--- config.mk ---
export PLATFORM = sky130hd
export DESIGN_NAME = spi_sclk_divgen
export DESIGN_NICKNAME = d
export VERILOG_FILES = /design/src/rtl/sckd_pkg.sv /design/src/rtl/sckd_cfg_hold.sv /design/src/rtl/sckd_half_calc.sv /design/src/rtl/sckd_edge_gen.sv /design/src/rtl/spi_sclk_divgen.sv
export SDC_FILE = /design/constraint.sdc
export NUM_CORES = 1
export LEC_CHECK = 0
export ABC_AREA = 1
export BUFFER_PORTS_ARGS = -buffer_cell sky130_fd_sc_hd__buf_2
export CAP_MARGIN = 20
export CORE_MARGIN = 5
export CORE_UTILIZATION = 40
export CTS_BUF_LIST = sky130_fd_sc_hd__clkbuf_4 sky130_fd_sc_hd__clkbuf_8 sky130_fd_sc_hd__clkbuf_16
export DETAILED_ROUTE_END_ITERATION = 16
export MAX_ROUTING_LAYER = met4
export PLACE_DENSITY_LB_ADDON = 0.15
export SLEW_MARGIN = 20
export SYNTH_ARGS = -nofsm -noshare
export SYNTH_HDL_FRONTEND = slang
export SYNTH_HIERARCHICAL = 1
export SYNTH_SLANG_ARGS = --single-unit
--- constraint.sdc ---
create_clock -name clk -period 2.76 [get_ports clk]
set_input_delay 0.414 -clock clk [delete_from_list [all_inputs] [get_ports clk]]
set_output_delay 0.414 -clock clk [all_outputs]
set_load 0.05 [all_outputs]
--- src/rtl/sckd_pkg.sv ---
package sckd_pkg;

    typedef enum logic {
        LAW_POW2   = 1'b0,
        LAW_LINEAR = 1'b1
    } law_e;

    typedef struct packed {
        law_e law;
        logic cpol;
        logic cpha;
    } mode_t;

endpackage

--- src/rtl/sckd_cfg_hold.sv ---
module sckd_cfg_hold
    import sckd_pkg::*;
#(
    parameter int DIV_W = 8
) (
    input  logic             clk,
    input  logic             rst_n,
    input  logic             run_en,
    input  law_e             law_in,
    input  logic [DIV_W-1:0] div_in,
    input  logic             cpol_in,
    input  logic             cpha_in,
    output mode_t            mode_q,
    output logic [DIV_W-1:0] div_q
);

    typedef struct packed {
        mode_t            mode;
        logic [DIV_W-1:0] div;
    } hold_t;

    hold_t h_d, h_q;

    always_comb begin
        h_d = h_q;
        if (!run_en) begin
            h_d.mode.law  = law_in;
            h_d.mode.cpol = cpol_in;
            h_d.mode.cpha = cpha_in;
            h_d.div       = div_in;
        end
    end

    always_ff @(posedge clk) begin
        if (!rst_n) h_q <= '0;
        else        h_q <= h_d;
    end

    assign mode_q = h_q.mode;
    assign div_q  = h_q.div;

    // shadow settings frozen across any edge where the run enable is high
    a_r6_hold_while_run: assert property (@(posedge clk) disable iff (!rst_n)
        run_en |=> $stable(h_q));

endmodule

--- src/rtl/sckd_half_calc.sv ---
module sckd_half_calc
    import sckd_pkg::*;
#(
    parameter int DIV_W = 8,
    parameter int EXP_W = 4,
    parameter int TC_W  = 15
) (
    input  law_e             law,
    input  logic [DIV_W-1:0] div,
    output logic [TC_W-1:0]  tc
);

    logic [TC_W:0]   pow_full;
    logic [TC_W:0]   pow_less;
    logic [TC_W-1:0] tc_pow;
    logic [TC_W-1:0] tc_lin;

    always_comb begin
        pow_full = {{TC_W{1'b0}}, 1'b1} << div[EXP_W-1:0];
        pow_less = pow_full - {{TC_W{1'b0}}, 1'b1};
        tc_pow   = pow_less[TC_W-1:0];
    end

    generate
        if (TC_W > DIV_W) begin : g_lin_pad
            assign tc_lin = {{(TC_W-DIV_W){1'b0}}, div};
        end else begin : g_lin_fit
            assign tc_lin = div[TC_W-1:0];
        end
    endgenerate

    assign tc = (law == LAW_LINEAR) ? tc_lin : tc_pow;

endmodule

--- src/rtl/sckd_edge_gen.sv ---
module sckd_edge_gen
    import sckd_pkg::*;
#(
    parameter int TC_W = 15
) (
    input  logic            clk,
    input  logic            rst_n,
    input  logic            run_en,
    input  logic            idle_pol,
    input  mode_t           mode,
    input  logic [TC_W-1:0] tc,
    output logic            sclk,
    output logic            smp_stb,
    output logic            lch_stb
);

    typedef struct packed {
        logic [TC_W-1:0] cnt;
        logic            sclk;
        logic            smp;
        logic            lch;
    } gen_t;

    gen_t g_d, g_q;
    logic leading;

    always_comb begin
        g_d     = g_q;
        g_d.smp = 1'b0;
        g_d.lch = 1'b0;
        leading = (g_q.sclk == mode.cpol);
        if (!run_en) begin
            g_d.cnt  = '0;
            g_d.sclk = idle_pol;
        end else if (g_q.cnt == tc) begin
            g_d.cnt  = '0;
            g_d.sclk = ~g_q.sclk;
            g_d.smp  = mode.cpha ? !leading : leading;
            g_d.lch  = mode.cpha ? leading : !leading;
        end else begin
            g_d.cnt = g_q.cnt + 1'b1;
        end
    end

    always_ff @(posedge clk) begin
        if (!rst_n) g_q <= '0;
        else        g_q <= g_d;
    end

    assign sclk    = g_q.sclk;
    assign smp_stb = g_q.smp;
    assign lch_stb = g_q.lch;

    // never both strobes at once
    a_r9_strobe_excl: assert property (@(posedge clk) disable iff (!rst_n)
        !(g_q.smp && g_q.lch));

    // a strobe only in a cycle where the serial clock just moved
    a_r9_strobe_on_move: assert property (@(posedge clk) disable iff (!rst_n)
        (g_q.smp || g_q.lch) |-> (g_q.sclk != $past(g_q.sclk)));

    // a disabled edge leaves both strobes low
    a_r2_quiet_idle: assert property (@(posedge clk) disable iff (!rst_n)
        !run_en |=> (!g_q.smp && !g_q.lch));

    // counter never passes the terminal count
    a_r5_cnt_bound: assert property (@(posedge clk) disable iff (!rst_n)
        g_q.cnt <= tc);

    // phase 0 samples as the clock leaves idle
    a_r7_lead_sample: assert property (@(posedge clk) disable iff (!rst_n)
        (g_q.smp && !mode.cpha) |-> (g_q.sclk != mode.cpol));

    // phase 1 samples as the clock returns to idle
    a_r8_trail_sample: assert property (@(posedge clk) disable iff (!rst_n)
        (g_q.smp && mode.cpha) |-> (g_q.sclk == mode.cpol));

endmodule

--- src/rtl/spi_sclk_divgen.sv ---
module spi_sclk_divgen
    import sckd_pkg::*;
#(
    parameter int DIV_W = 8,
    parameter int EXP_W = 4
) (
    input  logic             clk,
    input  logic             rst_n,
    input  logic             run_en,
    input  logic             law_sel,
    input  logic [DIV_W-1:0] div_val,
    input  logic             cpol,
    input  logic             cpha,
    output logic             sclk,
    output logic             smp_stb,
    output logic             lch_stb
);

    localparam int POW_TC_W = (1 << EXP_W) - 1;
    localparam int TC_W     = (POW_TC_W > DIV_W) ? POW_TC_W : DIV_W;

    mode_t           mode_sh;
    logic [DIV_W-1:0] div_sh;
    logic [TC_W-1:0]  tc;

    sckd_cfg_hold #(.DIV_W(DIV_W)) u_hold (
        .clk     (clk),
        .rst_n   (rst_n),
        .run_en  (run_en),
        .law_in  (law_e'(law_sel)),
        .div_in  (div_val),
        .cpol_in (cpol),
        .cpha_in (cpha),
        .mode_q  (mode_sh),
        .div_q   (div_sh)
    );

    sckd_half_calc #(.DIV_W(DIV_W), .EXP_W(EXP_W), .TC_W(TC_W)) u_calc (
        .law (mode_sh.law),
        .div (div_sh),
        .tc  (tc)
    );

    sckd_edge_gen #(.TC_W(TC_W)) u_gen (
        .clk      (clk),
        .rst_n    (rst_n),
        .run_en   (run_en),
        .idle_pol (cpol),
        .mode     (mode_sh),
        .tc       (tc),
        .sclk     (sclk),
        .smp_stb  (smp_stb),
        .lch_stb  (lch_stb)
    );

endmodule

# After elaboration in Yosys (flattened, before gate mapping)
# Cells that the tools add are included.
# word_totals
register_bits	29
output_inout_bits	3
input_bits	14
# classes
n_addsub	2
n_reduce_logical	3
bitwise_logic	3
n_eq_ne	3
n_shift	1
n_mux	5
# ops
operator	count
15-bit by 1-bit adder with 15-bit output (second input constant)	1
15-bit equality test	1
15-bit two-way mux	1
1-bit by 4-bit left shift with 15-bit output (first input constant)	1
15-bit by 1-bit subtractor with 15-bit output (second input constant)	1
1-bit two-way mux	3
3-bit two-way mux	1
1-bit NOT	3
3-bit AND reduction	1
3-bit OR reduction	1
2-bit by 1-bit inequality test with 1-bit output (second input constant)	1
1-bit equality test	1
1-bit logical NOT	1

# Logic depth before layout (Yosys ltp)
# logic_depth
depth_word	6
mapped_depth	21

# Modules after synthesis
# The synthesis kept the hierarchy.
# by_module_without_submodules
mod	area_each_um2	cells_each	n_inst
sckd_edge_gen	1126.1	176	1
sckd_cfg_hold	454.2	69	1
sckd_half_calc	306.5	68	1

# Least setup slack after synthesis
# Ideal clock, no wire load.
# synth_timing
kind	reg2reg
start	register u_hold.h_q (netlist bit u_hold/div_q[1])
end	register u_gen/g_q[3] (netlist bit)
period_less_slack_ns	2.154
arrival_ns	2.038
stages_incl_launch_ff	22
required_time_ns	2.644
path_slack_ns	0.606
setup_time_ns	0.116
path_buffers	2
cell_sequence	dfxtp_1 buf_6 nor2_1 inv_1 nor2_1 inv_1 ha_1 inv_1 a21oi_1 nand3_1 nand2_1 nor2_1 inv_1 nand2_1 nand2_1 nor2_1 nand2_1 nor2_2 nand2_2 nand3_4 buf_12 nor2_2
# synth_via
elab_chain_len	5
# synth_rtl
item	line	text
start, declared	sckd_cfg_hold.sv:22	hold_t h_d, h_q;
start signal, assigned	sckd_cfg_hold.sv:35	if (!rst_n) h_q <= '0;
start signal, assigned	sckd_cfg_hold.sv:36	else h_q <= h_d;
1-bit by 4-bit left shift with 15-bit output	sckd_half_calc.sv:19	pow_full = {{TC_W{1'b0}}, 1'b1} << div[EXP_W-1:0];
15-bit by 1-bit subtractor with 15-bit output	sckd_half_calc.sv:20	pow_less = pow_full - {{TC_W{1'b0}}, 1'b1};
15-bit two-way mux	sckd_half_calc.sv:32	assign tc = (law == LAW_LINEAR) ? tc_lin : tc_pow;
via tc[10]	spi_sclk_divgen.sv:24	logic [TC_W-1:0] tc;
15-bit equality test	sckd_edge_gen.sv:35	end else if (g_q.cnt == tc) begin
3-bit OR reduction (no source line)	-	
end signal, assigned	sckd_edge_gen.sv:47	else g_q <= g_d;
end, declared	sckd_edge_gen.sv:24	gen_t g_d, g_q;
# The timed path passes the listed nets, and every way through them passes these cells.
# A chain may end at the register's enable or synchronous reset.

# Final worst setup path
# layout_timing
start	register u_hold.h_q (netlist bit u_hold/div_q[2])
end	register u_gen/g_q[16] (netlist bit)
# The elaborated chain is that of the path after synthesis.

==> results.yml <==
min_path:
  whs_endpoint: "u_hold/div_q[0]"
  hp-start: "div_val[0]"
  hold_depth: 3
  hp-class: "in -> reg"
floorplanning:
  start_util_pct: 40.5
  coreArea_sq_um: 4660
  dieWidth_um: 78.7
  die_h_um: 78.7
  num_rows: 25
  ios: 17
  die-area_sq_um: 6190
timing:
  slew_violations: 0
  slew_headroom_pct: 70.6
  fin_crit_sh_pct: 89.9
  fin_crit_ns: 2.48
  fin_setup_tns_ns: 0
  tightestPinTransition_ns: 0.441
  skew_ns: 0.00470
  hold_viol: 0
  max_freq_mhz: 403
  finalSetupViolations: 0
  rsz0062_at_grt: "no"
worst_setup_path:
  slowest_stage: "dfxtp_1"
  worst_r2r_endpoint: "u_gen/g_q[16]"
  critPathKind: "reg -> reg"
  reg2reg_from: "u_hold/div_q[2]"
  critPathMaxStageDelay_ns: 0.37
  crit_chain: "nor2_1 > inv_1 > nor2_1 > inv_1 > ha_1 > inv_1 > a21oi_1 > nand3_1 > nand2_1 > nor2_1 > inv_1 > nand2_1 > nand2_1 > nor2_1 > nand2_1 > nor2_2 > nand2_2 > nand3_4 > nor3_1"
  r2r_cells: 19
  path_max_fanout: 15
  r2r_slack_ns: 0.28
  crit_path_end_kind: "register"
  critPathRequiredTime_ns: 2.91
  startpoint_type: "register"
  arrival_ns: 2.63
routing:
  drc: 0
  routed_via_density: 4.52
  ant_nets: 0
  dr.pass1.iters: 4
  num_vias: 1734
  drtIter0Drc: 99
  drt_wl_total_um: 4020
  wl_per_cell_um: 10.5
global_route:
  grt_pass1_wl_um: 6650
  grt_max_degree: 27
  grt_overflow: 0
  grt_pass1_vias: 1571
  grtUsageTotal_pct: 14.0
  antenna_found_initial: 0
clock_tree:
  cts_num_sinks: 29
  clock_latency_ns: 0.27
  cts_root_buf: "clkbuf_8"
  htreeDepth: 2
  cts.clk_slew.worst_paths_ns: 0.06
  cts-resized-gates: 0
  cts.path.max_buffers: 2
  cts_tree: "yes"
  cts_buffers: 5
  hold_buffers: 0
  cts_setup_buffers: 0
layout:
  finalNonFillerCells: 384
  drive_gt1_share_pct: 15.8
  finalNetCount: 346
  area_growth_pct: 9.42
  antennaDiodeCount: 0
synth:
  syn_nets: 329
  synth_seq_cells: 29
  ys_async_sr_fraction_pct: 0
  yosysWarnings: 6
  synthFlopType: "dfxtp_1"
  ys_seq_area_share_pct: 30.8
  synth_cell_types: 24
  syn-instance-count: 313
  avgSynthCellArea_sq_um: 6.03
  synth_edf_count: 0
  synthesis.area_sq_um: 1890
job:
  cap_violations: 0
placement:
  numPortBuffers: 16
  dp.cells: 377
  dpl.hpwl_um: 3110
  globalplace.congestion: 0.938
pwr:
  p_leak_nw: 0.926
  vdd_drop_max_mv: 0.252
  p_per_area_nw_per_um2: 479
status:
  outcome: "complete, no violations"
==> power by group <==
part | switching, W | total, W | internal, W
registers | 0.0000175 | 0.000451 | 0.000434
logic | 0.000117 | 0.000182 | 0.0000649
clock network | 0.000148 | 0.000355 | 0.000207
==> layout make-up <==
class / instances / area, sq um
clock buffers: 7 / 90.1
fillers: 509 / 2600
inverters: 51 / 191
multi-input cells: 227 / 1050
flip-flops and latches: 29 / 584
well taps: 54 / 67.6
repair buffers: 16 / 80.1
==> cell families after synthesis <==
group	Yosys count	synth area share (%)
xor gates and xnor gates	8	3.71
buffers and inverters	57	13.5
AOI/OAI and AO/OA	22	6.57
DFF	29	30.8
adders and majority gates	2	1.33
and+or+nand+nor	195	44.1
==> layout by cell type (no fill, tap or decap), drive strengths merged <==
| cell type | instances |
|---|---|
| a21oi | 14 |
| a31oi | 2 |
| buf | 16 |
| clkbuf | 7 |
| clkinv | 1 |
| dfxtp | 29 |
| ha | 2 |
| inv | 50 |
| nand2 | 101 |
| nand3 | 14 |
| nand4 | 5 |
| nor2 | 66 |
| nor3 | 9 |
| o21ai | 6 |
| xnor2 | 3 |
| xor2 | 5 |
==> routing by layer <==
metal  share of wire [%]  global-route usage, %  wire length (um)
met1                  51                   16.8              2030
met2                  45                   22.8              1800
met3                 3.5                   3.44               140
met4                 1.1                   4.72                46
met5                   0                      -                 0
==> how the worst max path moves through the flow <==
stage                     cells after the start            end            start
after floorplan                              21   u_gen/g_q[3]  u_hold/div_q[1]
after global placement                       18   u_gen/g_q[8]  u_hold/div_q[0]
after detailed placement                     18   u_gen/g_q[8]  u_hold/div_q[1]
after CTS                                    18  u_gen/g_q[17]  u_hold/div_q[1]
after global routing                         18  u_gen/g_q[13]  u_hold/div_q[2]
final                                        19  u_gen/g_q[16]  u_hold/div_q[2]
==> worst max-delay path, delay by kind of cell, from the launching register on <==
kind | cells | cell delay, ns
AO/OA/AOI/OAI | 1 | 0.07
flip-flops | 1 | 0.37
adder cells (fa/ha/maj) | 1 | 0.21
buffers and inverters | 4 | 0.26
AND/OR/NAND/NOR | 13 | 1.43
==> registers in the layout (all words and copies together) (netlist names) <==
signal and count:
u_hold/div_q 8, u_gen/smp_stb 1, u_gen/g_q 15, u_hold/mode_q 3, u_gen/sclk 1, u_gen/lch_stb 1
==> cell usage after synthesis (4+ instances only) <==
library cell,instances,share of area [%]
nor2_1,53,11
xor2_1,5,2.3
nand2_1,98,19
nor3_1,9,2.4
o21ai_0,6,1.6
nand3_1,13,3.4
dfxtp_1,29,31
inv_1,45,9.0
nor2_2,13,4.3
inv_2,5,0.99
a21oi_1,11,2.9
nand4_1,4,1.3
==> metrics by stage <==
stage	utilization (%)	total power, W	setup slack, ns	area (sq um)	hold slack, ns
after global routing	44.3	0.00105	0.0218	2060	0.351
after CTS	44.2	0.00100	0.244	2060	0.351
after floorplan	-	0.000604	0.606	1890	0.451
final	44.3	0.000988	0.277	2060	0.353
after detailed placement	42.3	0.000641	0.267	1970	0.481
after global placement	42.3	0.000642	0.267	1970	0.472
No activity file was read; power rests on OpenSTA's default activity.
